## src/rtl/spline_pkg.sv

```systemverilog
package spline_pkg;

    localparam int WORD_W      = 32;
    localparam int OUT_LATENCY = 1;

    typedef enum logic [0:0] {
        ACT_ADVANCE = 1'b0,
        ACT_LOAD    = 1'b1
    } acc_act_e;

    // width of the field holding the coefficient of order i
    function automatic int fld_w(input int w, input int t, input int i);
        return w + i * t;
    endfunction

    // bit offset of the coefficient of order i inside the packed event
    function automatic int fld_off(input int w, input int t, input int i);
        return i * w + t * ((i * (i - 1)) / 2);
    endfunction

    function automatic int pack_bits(input int w, input int t, input int n);
        return fld_off(w, t, n);
    endfunction

    function automatic int pack_words(input int w, input int t, input int n);
        return (pack_bits(w, t, n) + WORD_W - 1) / WORD_W;
    endfunction

endpackage

```

## src/rtl/spline_diff_stage.sv

```systemverilog
module spline_diff_stage
    import spline_pkg::*;
#(
    parameter int FW = 16
) (
    input  acc_act_e          act,
    input  logic [FW-1:0]     cur,
    input  logic [FW-1:0]     inc,
    input  logic [FW-1:0]     coef,
    output logic [FW-1:0]     nxt
);

    always_comb begin
        if (act == ACT_LOAD) nxt = coef;
        else                 nxt = cur + inc;   // wraps modulo 2^FW
    end

endmodule

```

## src/rtl/spline_acc_bank.sv

```systemverilog
module spline_acc_bank
    import spline_pkg::*;
#(
    parameter int VAL_W  = 16,
    parameter int TIME_W = 16,
    parameter int ORDERS = 4,
    localparam int TOTAL = pack_bits(VAL_W, TIME_W, ORDERS)
) (
    input  logic               clk,
    input  logic               rst,
    input  logic               load,
    input  logic [TOTAL-1:0]   coef,
    output logic [VAL_W-1:0]   value
);

    localparam int TOP_OFF = fld_off(VAL_W, TIME_W, ORDERS - 1);
    localparam int TOP_W   = fld_w(VAL_W, TIME_W, ORDERS - 1);

    logic [TOTAL-1:0] acc_q;
    logic [TOTAL-1:0] acc_d;
    acc_act_e         act;

    assign act = load ? ACT_LOAD : ACT_ADVANCE;

    for (genvar i = 0; i < ORDERS; i++) begin : g_ord
        localparam int OFF = fld_off(VAL_W, TIME_W, i);
        localparam int FW  = fld_w(VAL_W, TIME_W, i);
        if (i == ORDERS - 1) begin : g_top
            assign acc_d[OFF +: FW] = (act == ACT_LOAD) ? coef[OFF +: FW] : acc_q[OFF +: FW];
        end else begin : g_mid
            localparam int NOFF = fld_off(VAL_W, TIME_W, i + 1);
            localparam int SH   = (i == 0) ? 0 : TIME_W;
            spline_diff_stage #(.FW(FW)) stage_i (
                .act  (act),
                .cur  (acc_q[OFF +: FW]),
                .inc  (acc_q[NOFF + SH +: FW]),
                .coef (coef[OFF +: FW]),
                .nxt  (acc_d[OFF +: FW])
            );
        end
    end

    always_ff @(posedge clk) begin
        if (rst) acc_q <= '0;
        else     acc_q <= acc_d;
    end

    assign value = acc_q[VAL_W-1:0];

    assert_reset_clear_R1: assert property (@(posedge clk)
        rst |=> (acc_q == '0));

    assert_load_all_R4: assert property (@(posedge clk) disable iff (rst)
        load |=> (acc_q == $past(coef)));

    assert_top_hold_R10: assert property (@(posedge clk) disable iff (rst)
        !load |=> $stable(acc_q[TOP_OFF +: TOP_W]));

    assert_flat_hold_R8: assert property (@(posedge clk) disable iff (rst)
        (!load && (acc_q[TOTAL-1:VAL_W] == '0)) |=> $stable(acc_q[VAL_W-1:0]));

endmodule

```

## src/rtl/spline_lane_fanout.sv

```systemverilog
module spline_lane_fanout #(
    parameter int VAL_W = 16,
    parameter int LANES = 4
) (
    input  logic [VAL_W-1:0]       val,
    output logic [LANES*VAL_W-1:0] lanes
);

    for (genvar k = 0; k < LANES; k++) begin : g_lane
        assign lanes[k*VAL_W +: VAL_W] = val;
    end

endmodule

```

## src/rtl/poly_spline_gen.sv

```systemverilog
module poly_spline_gen
    import spline_pkg::*;
#(
    parameter int VAL_W  = 16,
    parameter int TIME_W = 16,
    parameter int ORDERS = 4,
    parameter int LANES  = 4,
    localparam int TOTAL  = pack_bits(VAL_W, TIME_W, ORDERS),
    localparam int DATA_W = WORD_W * pack_words(VAL_W, TIME_W, ORDERS)
) (
    input  logic                   clk,
    input  logic                   rst,
    input  logic                   evt_stb,
    input  logic [DATA_W-1:0]      evt_data,
    output logic                   evt_busy,
    output logic [LANES*VAL_W-1:0] lane_out
);

    logic [VAL_W-1:0] cur_val;

    // every event is absorbed in its own cycle
    assign evt_busy = 1'b0;

    spline_acc_bank #(
        .VAL_W  (VAL_W),
        .TIME_W (TIME_W),
        .ORDERS (ORDERS)
    ) bank_i (
        .clk   (clk),
        .rst   (rst),
        .load  (evt_stb),
        .coef  (evt_data[TOTAL-1:0]),
        .value (cur_val)
    );

    spline_lane_fanout #(
        .VAL_W (VAL_W),
        .LANES (LANES)
    ) fan_i (
        .val   (cur_val),
        .lanes (lane_out)
    );

    assert_load_visible_R4: assert property (@(posedge clk) disable iff (rst)
        evt_stb |=> (lane_out[VAL_W-1:0] == $past(evt_data[VAL_W-1:0])));

    for (genvar k = 1; k < LANES; k++) begin : g_chk
        assert_lanes_equal_R9: assert property (@(posedge clk) disable iff (rst)
            lane_out[k*VAL_W +: VAL_W] == lane_out[VAL_W-1:0]);
    end

endmodule

```

## config.mk

```make
export PLATFORM = sky130hd
export DESIGN_NAME = poly_spline_gen
export DESIGN_NICKNAME = d
export VERILOG_FILES = /design/src/rtl/spline_pkg.sv /design/src/rtl/spline_diff_stage.sv /design/src/rtl/spline_acc_bank.sv /design/src/rtl/spline_lane_fanout.sv /design/src/rtl/poly_spline_gen.sv
export SDC_FILE = /design/constraint.sdc
export NUM_CORES = 1
export LEC_CHECK = 0
export BUFFER_PORTS_ARGS = -buffer_cell sky130_fd_sc_hd__buf_2
export CAP_MARGIN = 30
export CORE_MARGIN = 4
export CORE_UTILIZATION = 44
export DETAILED_ROUTE_END_ITERATION = 8
export PLACE_DENSITY = 0.74
export SKIP_CTS_REPAIR_TIMING = 1
export SLEW_MARGIN = 0
export SYNTH_ARGS = -nofsm -noshare
export SYNTH_HDL_FRONTEND = slang
export SYNTH_SLANG_ARGS = --single-unit
```

## constraint.sdc

```tcl
create_clock -name clk -period 2.5 [get_ports clk]
set_input_delay 0.25 -clock clk [delete_from_list [all_inputs] [get_ports clk]]
set_output_delay 0.25 -clock clk [all_outputs]
set_load 0.005 [all_outputs]
```

==> results.txt <==
In the final routed layout, each cell accounts on average for 15.0 um. The logs give 5505 for the number of global-route vias before repair and 52 for the maximum number of pins on one net before global-route repair. The tools report the initial antenna violation count as 0. Summing all flip-flop and latch instances after layout gives 0.00193 mm^2.

Setup repair after global routing could not meet its margin everywhere. The later pin in the worst-skew pair is clocked with a latency of 360 ps. The depth of the worst register-to-register path was 10; the CTS buffer count was 9.

The path type of the worst setup path is reg2reg. The portion of synthesized cell area occupied by the leading cell type works out to 0.292. The HPWL after detailed placement is 12700 um.

Yosys attributes the largest share of cell area to dfxtp_1 29%, ha_1 12%, buf_4 7.4%. End point of the most critical hold path: bank_i.acc_q[6]. Synthesis produced a netlist whose cell count is 811. Timing analysis after detailed placement gives a worst setup slack of -167 ps. The clock period minus worst slack was 2470 ps; the leakage power of the design was 3.81 nW. The final layout contains routed wiring with a total length of 16500 um. From bottom edge to top edge, the die measures 130 um. Cell depth of the worst hold path: 3. The highest net fanout along the worst path works out to 4. The post-synthesis to final-layout area growth is 15.7%, and the fill cell total of the finished layout is 1368. IR analysis of the VDD net gives a maximum drop of 0.341 mV.

The routed layout has 5908 vias. The proportion of synthesized chip area in sequential cells is 0.292. The part of the power in registers is 0.404, and the count of final max-slew check failures is 0.

In the final layout, the registers with the most flip-flops are bank_i.acc_q: 96 flops. The final worst slack was 26.4 ps; the ratio of cells with drive above 1 in the final layout was 0.259. For the tightest slew margin relative to the limit, the log shows 0.563. The final core utilization is 0.522. The kind of capture point of the worst setup path is a register. Number of warnings printed during yosys synthesis: 0. The tools report the source of the worst hold timing path as evt_data[6]. The total of buffers placed on input and output ports came out at 162. In the final layout, the multi-input gates occupy 0.00409 mm^2. The most used flip-flop cell after synthesis is dfxtp_1. The startpoint identified for the worst register-to-register timing path is bank_i.acc_q[112]. The floorplan step defined a die boundary enclosing 0.0170 mm^2. The detailed-routing iteration count for the pre-antenna-repair pass was 7. The run finished with clean final reports. The congestion estimate from routability-driven global placement came to 0.877.

For this run, design rule violations remaining after detail routing come to 0. For the pin with the worst max-slew slack, the measured transition is 653 ps. STA classifies the critical path startpoint as a register. TritonCTS built the clock tree. No sink is reached through more buffers than the 2 on the longest clock path. The clock group share of total power is 0.304, and the critical path arrival is 2700 ps. The path class of the tightest hold or removal check is in2reg. Using the TritonRoute via totals, the vias-per-cell ratio works out to 5.34. The effective utilization at floorplan was 0.451. The final layout contains 1144 nets. The final clock skew is 9.97 ps, and the post-synthesis average cell area is 8.12 um^2. Counting every net in the synthesized netlist gives 1038. For the number of violations reported at the end of detailed-routing iteration 0, the log shows 379.

Counting flops per register, the top entry is bank_i.acc_q. The number of sinks handled by clock tree synthesis is 96. Once detail routing completed, the nets flagged for antenna violations numbered 0. The run gives 3.00 mW as the internal power summed over all cells. The total area inside the core boundary comes to 0.0146 mm^2. The wire length of the first global-routing pass was 26100 um.

The tools report the number of top-level design ports as 228. The global router's overall resource usage was 0.192; the switching power was 1.40 mW. The register with the most flip-flops in the layout has 96 of them. Based on the critical path, the design can be clocked at up to 0.404 GHz. Fraction of the cycle the final worst path needs: 0.989. In this run, synthesis inferred 0 flip-flops with an integrated enable. The x dimension of the die is 130 um, and the proportion of synthesized flip-flops having asynchronous set or reset is 0. The clock-pin slew on the worst setup and hold paths was 70 ps; the number of violations of the max-capacitance limit was 0. The switching power share of the total came out at 0.319.

In this run the power density over the cells is 578 mW/mm^2. The biggest area contributor in the post-synthesis netlist is dfxtp_1. The floorplan row count is 44, and the number of H-tree branching levels is 3. Count of endpoints failing hold in the final timing report: 0. The run gives 0 as the remaining global-route overflow. The total of endpoints with negative setup slack in the final report is 0, and the data required time of the critical path is 2720 ps. Counting distinct cell types in the post-synthesis netlist gives 53. The combinational group share of total power came out at 0.291.

After synthesis the netlist holds a flip-flop and latch count of 96. The post-synth design cell area was 0.00659 mm^2. The end of the worst register-to-register path is bank_i.acc_q[78]. The tree is rooted in a clkbuf_16.

The repair_antennas step left the layout with diodes totalling 0. Register-to-register setup slack: 30 ps.
## routing by layer
layer  share of wire  up-vias  GRT usage
li1                -     3017          -
met1            0.45     2675      0.250
met2            0.47      200      0.330
met3           0.064       16     0.0360
met4           0.013        0     0.0484
met5               0        -          0
## worst max-delay path, stage by stage (launching register included)
cell and delay, ps:
dfxtp_2 330, ha_4 160, fa_2 400, a21oi_2 180, o21ai_2 90, a311o_1 290, a31o_1 250, a211o_1 350
nand2_2 100, or4_1 110, o211ai_1 70
## layout by cell type (no fill, tap or decap), types with 10 or more instances in the layout
master	instances
mux2i_1	43
nand2_1	81
o21ai_0	46
a21oi_1	62
inv_1	11
nand3_1	11
dfxtp_1	93
a31oi_1	12
buf_4	32
a21o_1	25
xor2_1	18
o21ai_1	10
buf_2	161
xnor2_1	30
nand4_1	12
nor2_1	95
ha_1	55
## cells by family (layout without fill, tap and decap cells)
family / Yosys count / count (layout) / share of synthesized area
adder cells (fa/ha/maj): 64 / 64 / 0.125
flip-flops: 96 / 96 / 0.292
buffers and inverters: 109 / 220 / 0.0994
other: 1 / 1 / 0.000569
AO/OA/AOI/OAI: 213 / 213 / 0.197
multiplexers: 44 / 44 / 0.0671
XOR/XNOR: 48 / 48 / 0.0638
AND/OR/NAND/NOR: 236 / 236 / 0.155
## synth_stat cells (all sizes together) (2+ instances only)
master  instances
a21o           25
nor2           96
fa              3
inv            11
a22o            2
clkbuf         23
a211oi         10
and2            2
or4             3
nand2          82
o21a            6
a211o           2
nand3b          3
dfxtp          96
or2             5
xnor2          30
a22oi           2
a221oi          3
nand2b          4
o31ai           3
a31oi          13
nand3          11
nand4          12
nor3            9
ha             61
nor2b           2
a41oi           2
and3            3
mux2i          43
o211ai          3
o21ai          59
o21bai          7
a31o            2
a21oi          66
xor2           18
o31a            2
buf            75
## metrics by stage
stage	hold WS [ps]	area [um^2]	setup TNS, ps	power [mW]	instances
3_3_place_gp	448	7240	-358	3.04	1088
5_1_grt	83.9	7620	-136	4.69	1106
4_1_cts	77.7	7520	-572	4.42	1104
2_1_floorplan	358	6590	0	2.78	811
6_report	87.8	7620	0	4.40	1106
3_5_place_dp	449	7240	-538	3.07	1088
## how the worst max path moves through the flow
stage	from	end	slack, ps	cells past startpoint
2_1_floorplan	bank_i.acc_q[48]	bank_i.acc_q[74]	20	10
3_3_place_gp	bank_i.acc_q[48]	bank_i.acc_q[74]	-130	10
3_5_place_dp	bank_i.acc_q[48]	bank_i.acc_q[78]	-170	10
4_1_cts	bank_i.acc_q[48]	bank_i.acc_q[78]	-180	10
5_1_grt	bank_i.acc_q[112]	bank_i.acc_q[78]	-70	10
6_report	bank_i.acc_q[112]	bank_i.acc_q[78]	30	10
## area by class of cell
cell class,instances,area share
multi-input combinational,606,0.537
sequential,96,0.253
timing repair buffer,193,0.137
clock buffer,11,0.0332
tap,184,0.0302
inverter,11,0.00542
clock inverter,5,0.00410
## power groups by stage
stage          Combinational [mW]  Sequential, mW  Clock, mW
3_5_place_dp                 1.25            1.82          0
3_3_place_gp                 1.23            1.81          0
6_report                     1.28            1.78       1.34
2_1_floorplan                1.00            1.78          0
5_1_grt                      1.45            1.80       1.44
4_1_cts                      1.26            1.78       1.38
Power figures use the tool's default switching activity.
